[config.mk]
export PLATFORM = sky130hd
export DESIGN_NAME = intc_two_bank
export DESIGN_NICKNAME = d
export VERILOG_FILES = /design/src/rtl/intc_pkg.sv /design/src/rtl/intc_src_cfg.sv /design/src/rtl/intc_bank.sv /design/src/rtl/intc_two_bank.sv
export SDC_FILE = /design/constraint.sdc
export NUM_CORES = 2
export LEC_CHECK = 0
export BUFFER_PORTS_ARGS = -buffer_cell sky130_fd_sc_hd__buf_2
export CORE_MARGIN = 2
export CORE_UTILIZATION = 45
export CTS_CLUSTER_DIAMETER = 100
export DETAILED_ROUTE_END_ITERATION = 12
export PLACE_DENSITY = 0.66
export SLEW_MARGIN = 20
export SYNTH_ARGS = -nofsm -noshare
export SYNTH_HDL_FRONTEND = slang
export SYNTH_SLANG_ARGS = --single-unit
[constraint.sdc]
create_clock -name clk -period 59.8 [get_ports clk]
set_input_delay 8.97 -clock clk [delete_from_list [all_inputs] [get_ports clk]]
set_output_delay 8.97 -clock clk [all_outputs]
set_load 0.02 [all_outputs]
[src/rtl/intc_pkg.sv]
package intc_pkg;
  // bank-relative offsets
  localparam logic [7:0] OFF_STAT = 8'h00;
  localparam logic [7:0] OFF_RAW  = 8'h04;
  localparam logic [7:0] OFF_EN   = 8'h08;
  localparam logic [7:0] OFF_DIS  = 8'h0C;
  localparam logic [7:0] OFF_CUR  = 8'h20;
  localparam logic [7:0] OFF_ACK  = 8'h28;
  localparam logic [7:0] OFF_THR  = 8'h2C;
  // shared configuration addresses
  localparam logic [11:0] ADR_POL = 12'h200;
  localparam logic [11:0] ADR_STK = 12'h204;
  localparam logic [11:0] ADR_PRI = 12'h300;
endpackage

[src/rtl/intc_src_cfg.sv]
module intc_src_cfg
  import intc_pkg::*;
#(
  parameter int N  = 32,
  parameter int PW = 4,
  parameter int AW = 12,
  parameter int DW = 32
) (
  input  logic               clk,
  input  logic               rst,
  input  logic [AW-1:0]      addr_i,
  input  logic               we_i,
  input  logic [DW-1:0]      wdata_i,
  input  logic [N-1:0]       src_i,
  input  logic [N-1:0]       clr_i,
  output logic [N-1:0]       pend_o,
  output logic [N-1:0][PW-1:0] pri_o,
  output logic [DW-1:0]      rdata_o
);
  logic [N-1:0] src_q, pol_q, stk_q, lat_q, cond, stk_d;
  logic [N-1:0][PW-1:0] pri_q;

  assign cond  = src_q ^ ~pol_q;
  assign stk_d = (we_i && addr_i == AW'(ADR_STK)) ? wdata_i[N-1:0] : stk_q;

  always_ff @(posedge clk) begin
    if (rst) begin
      src_q <= '0;
      pol_q <= '1;
      stk_q <= '0;
      lat_q <= '0;
    end else begin
      src_q <= src_i;
      stk_q <= stk_d;
      lat_q <= stk_d & ((lat_q & ~clr_i) | cond);
      if (we_i && addr_i == AW'(ADR_POL)) pol_q <= wdata_i[N-1:0];
    end
  end

  for (genvar g = 0; g < N; g++) begin : g_pri
    always_ff @(posedge clk) begin
      if (rst) pri_q[g] <= '0;
      else if (we_i && addr_i == AW'(ADR_PRI + 4 * g)) pri_q[g] <= wdata_i[PW-1:0];
    end
  end

  assign pend_o = cond | (stk_q & lat_q);
  assign pri_o  = pri_q;

  always_comb begin
    rdata_o = '0;
    if (addr_i == AW'(ADR_POL)) rdata_o = DW'(pol_q);
    else if (addr_i == AW'(ADR_STK)) rdata_o = DW'(stk_q);
    else begin
      for (int i = 0; i < N; i++)
        if (addr_i == AW'(ADR_PRI + 4 * i)) rdata_o = DW'(pri_q[i]);
    end
  end

  // a held source not released by a bank remains pending
  p_sticky_hold_r7: assert property (@(posedge clk) disable iff (rst)
    1'b1 |=> (($past(lat_q & ~clr_i) & stk_q & ~pend_o) == '0));
endmodule

[src/rtl/intc_bank.sv]
module intc_bank
  import intc_pkg::*;
#(
  parameter int N  = 32,
  parameter int PW = 4,
  parameter int DW = 32,
  localparam int WW = $clog2(N)
) (
  input  logic               clk,
  input  logic               rst,
  input  logic               sel_i,
  input  logic [7:0]         off_i,
  input  logic               we_i,
  input  logic               re_i,
  input  logic [DW-1:0]      wdata_i,
  input  logic [N-1:0]       pend_i,
  input  logic [N-1:0][PW-1:0] pri_i,
  output logic               req_o,
  output logic [N-1:0]       clr_o,
  output logic [DW-1:0]      rdata_o
);
  logic [N-1:0]  en_q, pass, masked;
  logic [PW-1:0] thr_q;
  logic [WW-1:0] win;
  logic [PW-1:0] best;
  logic          found;
  logic          wr, ack;

  assign wr  = we_i && sel_i;
  assign ack = re_i && sel_i && off_i == OFF_ACK;

  for (genvar g = 0; g < N; g++) begin : g_pass
    assign pass[g] = pri_i[g] <= thr_q;
  end
  assign masked = pend_i & en_q & pass;

  always_comb begin
    win   = '0;
    best  = '1;
    found = 1'b0;
    for (int i = 0; i < N; i++) begin
      if (masked[i] && (!found || pri_i[i] < best)) begin
        win   = WW'(i);
        best  = pri_i[i];
        found = 1'b1;
      end
    end
  end

  always_ff @(posedge clk) begin
    if (rst) begin
      en_q  <= '0;
      thr_q <= '1;
      req_o <= 1'b0;
    end else begin
      req_o <= |masked;
      if (wr && off_i == OFF_EN)  en_q  <= en_q | wdata_i[N-1:0];
      if (wr && off_i == OFF_DIS) en_q  <= en_q & ~wdata_i[N-1:0];
      if (wr && off_i == OFF_THR) thr_q <= wdata_i[PW-1:0];
    end
  end

  assign clr_o = (ack && found) ? ({{(N-1){1'b0}}, 1'b1} << win) : '0;

  always_comb begin
    case (off_i)
      OFF_STAT:       rdata_o = DW'(masked);
      OFF_RAW:        rdata_o = DW'(pend_i);
      OFF_EN, OFF_DIS: rdata_o = DW'(en_q);
      OFF_CUR:        rdata_o = DW'(win);
      OFF_THR:        rdata_o = DW'(thr_q);
      default:        rdata_o = '0;
    endcase
  end

  p_win_pending_r5: assert property (@(posedge clk) disable iff (rst)
    (|masked) |-> masked[win]);
  p_win_thr_r6: assert property (@(posedge clk) disable iff (rst)
    (|masked) |-> (pri_i[win] <= thr_q));
  p_en_set_r2: assert property (@(posedge clk) disable iff (rst)
    (wr && off_i == OFF_EN) |=> ((en_q & $past(wdata_i[N-1:0])) == $past(wdata_i[N-1:0])));
  p_dis_clr_r2: assert property (@(posedge clk) disable iff (rst)
    (wr && off_i == OFF_DIS) |=> ((en_q & $past(wdata_i[N-1:0])) == '0));
endmodule

[src/rtl/intc_two_bank.sv]
module intc_two_bank
  import intc_pkg::*;
#(
  parameter int N_SRC  = 32,
  parameter int PRIO_W = 4,
  parameter int ADDR_W = 12,
  parameter int DATA_W = 32
) (
  input  logic              clk,
  input  logic              rst,
  input  logic [ADDR_W-1:0] bus_addr,
  input  logic              bus_we,
  input  logic [DATA_W-1:0] bus_wdata,
  input  logic              bus_re,
  output logic [DATA_W-1:0] bus_rdata,
  input  logic [N_SRC-1:0]  src_i,
  output logic              irq_o,
  output logic              fiq_o
);
  localparam int NB = 2;

  logic [N_SRC-1:0]              pend;
  logic [N_SRC-1:0][PRIO_W-1:0]  pri;
  logic [NB-1:0][N_SRC-1:0]      clr_b;
  logic [NB-1:0][DATA_W-1:0]     bank_rd;
  logic [NB-1:0]                 req;
  logic [DATA_W-1:0]             cfg_rd, rd_mux;
  logic                          in_banks;

  assign in_banks = bus_addr[ADDR_W-1:9] == '0;

  intc_src_cfg #(.N(N_SRC), .PW(PRIO_W), .AW(ADDR_W), .DW(DATA_W)) u_cfg (
    .clk(clk), .rst(rst), .addr_i(bus_addr), .we_i(bus_we), .wdata_i(bus_wdata),
    .src_i(src_i), .clr_i(clr_b[0] | clr_b[1]), .pend_o(pend), .pri_o(pri),
    .rdata_o(cfg_rd));

  for (genvar b = 0; b < NB; b++) begin : g_bank
    intc_bank #(.N(N_SRC), .PW(PRIO_W), .DW(DATA_W)) u_bank (
      .clk(clk), .rst(rst),
      .sel_i(in_banks && bus_addr[8] == b[0]),
      .off_i(bus_addr[7:0]), .we_i(bus_we), .re_i(bus_re), .wdata_i(bus_wdata),
      .pend_i(pend), .pri_i(pri), .req_o(req[b]), .clr_o(clr_b[b]),
      .rdata_o(bank_rd[b]));
  end

  assign rd_mux = in_banks ? bank_rd[bus_addr[8]] : cfg_rd;

  always_ff @(posedge clk) begin
    if (rst) bus_rdata <= '0;
    else     bus_rdata <= bus_re ? rd_mux : '0;
  end

  assign irq_o = req[0];
  assign fiq_o = req[1];
endmodule

== Word level (Yosys, flattened, before mapping) ==
Cells that the tools add are included.
Cells by class
  $add $sub $neg: 0
  multiply operators: 0
  div/mod/pow operators: 0
  order comparisons: 127
  eq/ne operators: 40
  shift operators: 2
  muxes and demuxes: 234
  bitwise logic cells: 20
  reduce and logical (&&, ||, !) cells: 244
Operators with widths (number)
  2-to-1 mux 4 bit: 110
  equality test 12 x 10 -> 1 bit (second input constant): 34
  2-to-1 mux 32 bit: 12
  case mux 32 bit (5 select lines): 2
  AND 32 bit: 9
  less-or-equal comparator 4 bit: 64
  < comparator 4 bit: 62
  2-to-1 mux 5 bit: 32
  bitwise OR 32 bit: 5
  logical AND 1 bit: 112
  inverter 32 bit: 3
  2-to-1 mux 1 bit: 66
  OR reduction 32 bit: 2
  left shift 1 x 5 -> 32 bit (first input constant): 2
  zero test 1 bit: 62
  logical OR 1 bit: 62
  XOR 32 bit: 1
  equality test 8 x 6 -> 1 bit (second input constant): 3
  2-to-1 mux 3 bit: 8
  equality test 8 x 4 -> 1 bit (second input constant): 2
  equality test 8 x 3 -> 1 bit (second input constant): 1
  zero test 8 bit: 1
  2-to-1 mux 2 bit: 4
  nonzero test 2 bit: 2
  other kinds (4): 6
Storage, ports and cells
  register bits: 362
  latch bits: 0
  bits in writable memories: 0
  memory bits (read-only): 0
  input port bits: 80
  word-level logic and storage cells: 710
  memories kept: 0

== Depth between registers and ports, before layout ==
  depth in word-level cells: 137
  depth in mapped cells: 268
  gate-level depth less buffers: 258

== Cells and area by module ==
Synthesis repeated with hierarchy kept, for this count alone.
Unflattened totals
  cells, all modules: 5115
  area total of the unflattened synthesis: 39151.3 um^2
By module, submodules not included
  intc_bank at g_bank[1].u_bank: times used 1, cells an instance 1809, area an instance 13151.4 um^2
  intc_bank at g_bank[0].u_bank: times used 1, cells an instance 1748, area an instance 12547.0 um^2
  intc_src_cfg: times used 1, cells an instance 1380, area an instance 11718.7 um^2
  intc_two_bank: times used 1, cells an instance 178, area an instance 1734.2 um^2

== Worst setup path before layout ==
Ideal clock, no wire load.
  path kind: register to register
  start: register g_bank[0].u_bank.thr_q[3]
  end: register bus_rdata[3]
  setup time: 0.119 ns
  data arrival time: 44.772 ns
  required time: 59.681 ns
  path slack: 14.909 ns
  cell stages (with the launch flop): 251
  path through: dfxtp_1 inv_1 ha_1 and4b_1 a211oi_4 o21ai_2 nor2_1 ha_1 a21o_1 a211o_1 or2_4 a21oi_1 inv_1 ha_1 o311a_2 o21ai_2 o21ai_2 mux2i_1 (+215 left out) a21oi_1 o21ai_0 ha_1 o21ai_0 a21oi_1 nand2_1 or2_2 o221a_2 o21a_1 ha_1 o21ai_0 and2_1 nor4b_1 nor3_2 or4_4 a21o_1 a21oi_1 o21ai_1
On the way
  cells in the longest elaborated chain, start to end: 131
  elaborated cells between the ends (all ways): 247
  those cells by class: order compare (63); mux (90); bitwise (1); reduce/logical (93)
Ends and longest elaborated chain
  start: declaration: line intc_bank.sv:23  | logic [PW-1:0] thr_q;
  start signal: assignment: line intc_bank.sv:59  | if (wr && off_i == OFF_THR) thr_q <= wdata_i[PW-1:0];
  less-or-equal comparator 4 bit: line intc_bank.sv:33  | assign pass[g] = pri_i[g] <= thr_q;
  AND 32 bit: line intc_bank.sv:35  | assign masked = pend_i & en_q & pass;
  2-to-1 mux 4 bit or 2-to-1 mux 1 bit (tied branches): line intc_bank.sv:42  | if (masked[i] && (!found || pri_i[i] < best)) begin
  < comparator 4 bit or zero test 1 bit (tied branches): line intc_bank.sv:42
  logical OR 1 bit: line intc_bank.sv:42
  logical AND 1 bit: line intc_bank.sv:42
  2-to-1 mux 4 bit or 2-to-1 mux 1 bit (tied branches): line intc_bank.sv:42
  < comparator 4 bit or zero test 1 bit (tied branches): line intc_bank.sv:42
  (+114 left out)
  2-to-1 mux 4 bit or 2-to-1 mux 1 bit (tied branches): line intc_bank.sv:42
  < comparator 4 bit or zero test 1 bit (tied branches): line intc_bank.sv:42
  logical OR 1 bit: line intc_bank.sv:42
  logical AND 1 bit: line intc_bank.sv:42
  2-to-1 mux 5 bit: line intc_bank.sv:42
  case mux 32 bit (5 select lines) (*): line intc_bank.sv:66  | case (off_i)
  2-to-1 mux 32 bit (not written as such) (*) (2 in a row): line intc_two_bank.sv:46  | assign rd_mux = in_banks ? bank_rd[bus_addr[8]] : cfg_rd;
  2-to-1 mux 32 bit (*): line intc_two_bank.sv:46
  end signal: assignment: line intc_two_bank.sv:50  | else bus_rdata <= bus_re ? rd_mux : '0;
  end: declaration: line intc_two_bank.sv:15  | output logic [DATA_W-1:0] bus_rdata,
Every way passes the cells marked *; elsewhere a longest branch is shown, timed or not. The select of a mux whose other input is x is not followed.
A chain may end at the register's enable or synchronous reset.

== Worst setup path in the final report ==
  start: register u_cfg.pri_q (netlist bit u_cfg.pri_o[2])
  end: register u_cfg.lat_q[22]
On the way
  cells in the longest elaborated chain, start to end: 134
  elaborated cells between the ends (all ways): 451
  those cells by class: order compare (64); shift (2); mux (190); bitwise (7); reduce/logical (188)
Ends and longest elaborated chain
  start: declaration: line intc_src_cfg.sv:21  | logic [N-1:0][PW-1:0] pri_q;
  start signal: indexed assignment: line intc_src_cfg.sv:43  | else if (we_i && addr_i == AW'(ADR_PRI + 4 * g)) pri_q[g] <= wdata_i[PW-1:0];
  less-or-equal comparator 4 bit: line intc_bank.sv:33
  AND 32 bit: line intc_bank.sv:35
  2-to-1 mux 4 bit or 2-to-1 mux 1 bit (tied branches): line intc_bank.sv:42
  < comparator 4 bit or zero test 1 bit (tied branches): line intc_bank.sv:42
  logical OR 1 bit: line intc_bank.sv:42
  logical AND 1 bit: line intc_bank.sv:42
  2-to-1 mux 4 bit or 2-to-1 mux 1 bit (tied branches): line intc_bank.sv:42
  < comparator 4 bit or zero test 1 bit (tied branches): line intc_bank.sv:42
  (+118 left out)
  2-to-1 mux 5 bit or 2-to-1 mux 1 bit (tied branches): line intc_bank.sv:42
  left shift 1 x 5 -> 32 bit or logical AND 1 bit (tied branches): line intc_bank.sv:63  | assign clr_o = (ack && found) ? ({{(N-1){1'b0}}, 1'b1} << win) : '0;
  2-to-1 mux 32 bit: line intc_bank.sv:63
  bitwise OR 32 bit (*): line intc_two_bank.sv:34  | .src_i(src_i), .clr_i(clr_b[0] | clr_b[1]), .pend_o(pend), .pri_o(pri),
  inverter 32 bit (*): line intc_src_cfg.sv:35  | lat_q <= stk_d & ((lat_q & ~clr_i) | cond);
  AND 32 bit (*): line intc_src_cfg.sv:35
  bitwise OR 32 bit (*): line intc_src_cfg.sv:35
  AND 32 bit (*): line intc_src_cfg.sv:35
  end signal: assignment: line intc_src_cfg.sv:35
  end: declaration: line intc_src_cfg.sv:20  | logic [N-1:0] src_q, pol_q, stk_q, lat_q, cond, stk_d;
Every way passes the cells marked *; elsewhere a longest branch is shown, timed or not.

==> Flow_metrics.wiki <==
{| class="wikitable"
! Metric !! Value
|-
| Worst-case hold path end point || u_cfg.lat_q[2]$_SDFF_PP0_
|-
| CTS hold repair buffers || 0
|-
| # H-tree levels || 2
|-
| Antenna violations before repair || 4
|-
| Critical path buffer and inverter count || 25
|-
| Syn Inst Count || 4,847
|-
| Filler instances || 8,227
|-
| CP max stage delay || 0.71 ns
|-
| Worst clock skew || 0.0406 ns
|-
| Clock Path Buffers || 3
|-
| Worst hold-check path type || reg -> reg
|-
| Unique masters post-synth || 156
|-
| Initial core utilization || 0.453
|-
| Logic depth of the worst register-to-register path || 241
|-
| Largest fanout on the critical path || 15
|-
| Number of synthesized register bits || around 360
|-
| Actual transition at the worst max-transition pin || 1.24 ns
|-
| Most frequent cell on the critical path || sky130_fd_sc_hd__ha_1
|-
| Number of setup violations in the final report || 0
|-
| Via-per-instance ratio || 6.81
|-
| Fin crit share || 0.894
|-
| Clock slew at reported path FFs || 0.06 ns
|-
| Library cell contributing the largest single delay on the critical path || sky130_fd_sc_hd__a311oi_4
|-
| Total instance count after detailed placement || 5,843
|-
| Launch instance of the worst register-to-register path || u_cfg.pri_o[2]$_SDFFE_PP0P_
|-
| Count of max-cap constraint violations || 0
|-
| ANT nets after route || 0
|-
| Area of the mapped netlist || 37,100 um2
|-
| Total of buffers placed on input and output ports || 113
|-
| Final wirelength || 153 mm
|-
| Fraction of registers with async set/reset || 0
|-
| Average cell area after synthesis || about 7.6 um2
|-
| Syn-to-layout area delta || 6.97%
|-
| Global-route congestion overflow total || 0
|-
| Number of max-slew violations in the final report || 0
|-
| Category of the most critical setup path || reg -> reg
|-
| Drt first pass iters || 9
|-
| Data arrival time of the worst path || 53.93 ns
|-
| Ratio of cells with drive above 1 in the final layout || 0.117
|-
| TritonCTS buffer count || 46
|-
| Clock Root Buffer || sky130_fd_sc_hd__clkbuf_16
|-
| Number of hold-slack violations in the final timing report || 0
|-
| Number of nets in the finished design || 5,227
|-
| Upper clock frequency limit || 18.7 MHz
|-
| Count of vias placed by the detailed router || 40.4k
|-
| TritonCTS clock tree || yes
|-
| Post-route minimum period || 53.44 ns
|-
| Required time of the critical path || 60.29 ns
|-
| FP Rows || around 110
|-
| Pwr dens || approximately 14 nW/um2
|-
| Die outline area || 84,700 um2
|-
| I/O pin count || approximately 110
|-
| Worst relative slew slack || 0.173
|-
| Routability cong. || slightly above 1
|-
| 1st-iter DRT viols || 5,552
|-
| Overall power || 0.000570 W
|-
| Number of nets produced by synthesis || 5,253
|-
| Global-route wire length before repair || 229 mm
|-
| Quantity of gates resized following cts || 0
|-
| VDD IR-drop max || 0.0235 mV
|-
| Static leakage || ~17 nW
|-
| Die outline width || 291 um
|-
| Cell family with the largest share of critical-path delay || compound AO/OA/AOI/OAI gates
|-
| Total Routing Usage GR || 0.346
|-
| Sort of element at the start of the critical path || flop
|-
| Final HPWL from detailed placement || between 100 and 150 mm
|-
| Core area || 81,800 um2
|-
| Height of the die || about 290 um
|-
| Outcome || completed
|-
| Final-layout setup total negative slack || 0 ns
|-
| Worst hold start || u_cfg.lat_q[2]$_SDFF_PP0_
|-
| Clock Sinks || 362
|-
| Number of global-route vias before repair || 36.8k
|-
| Maximum number of pins on one net before global-route repair || 92
|-
| Drt drc || 0
|-
| Leading register cell type out of synthesis || sky130_fd_sc_hd__dfxtp_1
|-
| Smallest hold slack || roughly 0.48 ns
|-
| Crit. End Element || flop
|-
| Filler-free cell count of the finished design || 5,929
|-
| Number of cells on the worst hold path || 2
|-
| Clock latency of the later-clocked register in the worst-skew pair || 0.62 ns
|-
| Cell count along the critical path || 241
|-
| Number of synthesized flops with an enable pin || 0
|-
| DR WL/cell || 25.8 um
|-
| Number of warnings printed during yosys synthesis || 0
|-
| RSZ-0062 raised after global routing || no
|-
| R2r endpoint || u_cfg.lat_q[22]$_SDFF_PP0_
|-
| Portion of the post-synthesis area used by sequential elements || 0.196
|-
| Number of setup buffers added after CTS || 0
|-
| Reg2reg setup slack || roughly 6.4 ns
|}
[per-stage QoR]
stage / area (um2) / util / worst slack (ns)
finish: 39600 / 0.484 / 6.36
floorplan: 37100 / - / 14.91
CTS: 39600 / 0.484 / 7.14
global placement: 38000 / 0.465 / 7.09
detailed placement: 38000 / 0.465 / 7.32
global route: 39600 / 0.484 / 1.74
[final cells by class]
cell class              instances  area (um2)  share of cell area
multi-input cells            4041       27700               0.698
flip-flops and latches        362        7250               0.183
well taps                    1070        1340              0.0338
clock buffers                  62        1330              0.0336
repair buffers                171        1010              0.0256
inverters                     199         747              0.0188
clock inverters                23         284             0.00717
diodes                          1        2.50           0.0000631
[cells by family after synthesis]
logic type | synth area share
multiplexers | 0.0498
AO/OA/AOI/OAI | 0.328
flip-flops | 0.196
adder cells (fa/ha/maj) | 0.115
AND/OR/NAND/NOR | 0.238
XOR/XNOR | 0.0144
buffers and inverters | 0.0594
[cell usage after synthesis (all sizes together), types with 24 or more instances]
master,n,area (um2)
a211oi,72,588
a21o,59,459
a21oi,447,2300
a221o,35,350
a221oi,34,329
a222oi,32,320
a22oi,43,328
a311oi,77,722
a31oi,50,313
a41o,60,603
and2,48,314
and3,61,405
buf,46,297
clkbuf,192,1040
dfxtp,362,7250
ha,326,4080
inv,195,732
mux2,48,567
mux2i,127,1280
nand2,537,2020
nand2b,91,569
nand3,289,1460
nand4,40,250
nor2,373,1430
nor2b,115,719
nor3,68,350
o211ai,56,440
o21a,32,250
o21ai,292,1500
o22ai,46,313
o31ai,51,453
or2,59,372
xnor2,24,210
xor2,36,323
[power by group]
group / leakage, nW / internal [W] / switching (W) / total, W
registers: 2.92 / 0.000242 / 0.00000112 / 0.000243
clock network: 0.785 / 0.000176 / 0.000125 / 0.000301
logic: 13.2 / 0.00000562 / 0.0000205 / 0.0000261
[placed cells by master, fill, tap and decap left out, types with 20 or more instances in the layout]
| cell type | synthesis | layout |
|---|---|---|
| sky130_fd_sc_hd__and2_1 | 34 | 33 |
| sky130_fd_sc_hd__xnor2_1 | 24 | 24 |
| sky130_fd_sc_hd__xor2_1 | 35 | 35 |
| sky130_fd_sc_hd__a211oi_1 | 64 | 64 |
| sky130_fd_sc_hd__a22oi_1 | 42 | 42 |
| sky130_fd_sc_hd__or2_2 | 54 | 54 |
| sky130_fd_sc_hd__a221oi_1 | 29 | 29 |
| sky130_fd_sc_hd__a21oi_1 | 437 | 437 |
| sky130_fd_sc_hd__a222oi_1 | 32 | 32 |
| sky130_fd_sc_hd__nor3b_1 | 20 | 20 |
| sky130_fd_sc_hd__nand2_1 | 535 | 531 |
| sky130_fd_sc_hd__o31ai_1 | 44 | 44 |
| sky130_fd_sc_hd__ha_1 | 326 | 326 |
| sky130_fd_sc_hd__a221o_1 | 35 | 35 |
| sky130_fd_sc_hd__nand2b_1 | 91 | 91 |
| sky130_fd_sc_hd__clkbuf_16 | 0 | 47 |
| sky130_fd_sc_hd__a311oi_1 | 73 | 73 |
| sky130_fd_sc_hd__o211ai_1 | 52 | 52 |
| sky130_fd_sc_hd__o21ai_0 | 271 | 271 |
| sky130_fd_sc_hd__buf_4 | 4 | 59 |
| sky130_fd_sc_hd__nor2b_1 | 115 | 115 |
| sky130_fd_sc_hd__inv_1 | 195 | 194 |
| sky130_fd_sc_hd__a21o_1 | 46 | 46 |
| sky130_fd_sc_hd__o211a_1 | 20 | 20 |
| sky130_fd_sc_hd__o21a_1 | 29 | 29 |
| sky130_fd_sc_hd__mux2i_1 | 125 | 125 |
| sky130_fd_sc_hd__dfxtp_1 | 362 | 360 |
| sky130_fd_sc_hd__nor2_1 | 367 | 362 |
| sky130_fd_sc_hd__nand3_1 | 287 | 287 |
| sky130_fd_sc_hd__a31oi_1 | 50 | 50 |
| sky130_fd_sc_hd__mux2_2 | 37 | 37 |
| sky130_fd_sc_hd__and3_1 | 51 | 51 |
| sky130_fd_sc_hd__nor3_1 | 66 | 64 |
| sky130_fd_sc_hd__o22ai_1 | 42 | 42 |
| sky130_fd_sc_hd__a41o_1 | 58 | 58 |
| sky130_fd_sc_hd__nand4_1 | 40 | 40 |
| sky130_fd_sc_hd__buf_2 | 9 | 111 |
[per-layer routing]
layer  track usage  wire length (um)
met5             0                23
met4         0.143              7200
met3        0.0690             17700
met2         0.520             63800
met1         0.480             64400
[worst min-delay path: stages, from the launching register on]
cell and delay, ns:
sky130_fd_sc_hd__dfxtp_1 0.32, sky130_fd_sc_hd__o31ai_1 0.06, sky130_fd_sc_hd__a211oi_1 0.06
[how the worst max path moves through the flow]
stage / from / slack (ns) / to
floorplan: g_bank[0].u_bank.thr_q[3]$_SDFFE_PP1P_ / 14.91 / bus_rdata[3]$_SDFF_PP0_
global placement: u_cfg.pri_o[2]$_SDFFE_PP0P_ / 7.09 / u_cfg.lat_q[22]$_SDFF_PP0_
detailed placement: u_cfg.pri_o[2]$_SDFFE_PP0P_ / 7.32 / u_cfg.lat_q[6]$_SDFF_PP0_
CTS: u_cfg.pri_o[2]$_SDFFE_PP0P_ / 7.14 / u_cfg.lat_q[22]$_SDFF_PP0_
global route: u_cfg.pri_o[2]$_SDFFE_PP0P_ / 1.74 / u_cfg.lat_q[14]$_SDFF_PP0_
finish: u_cfg.pri_o[2]$_SDFFE_PP0P_ / 6.36 / u_cfg.lat_q[22]$_SDFF_PP0_
Power figures use the tool's default switching activity.
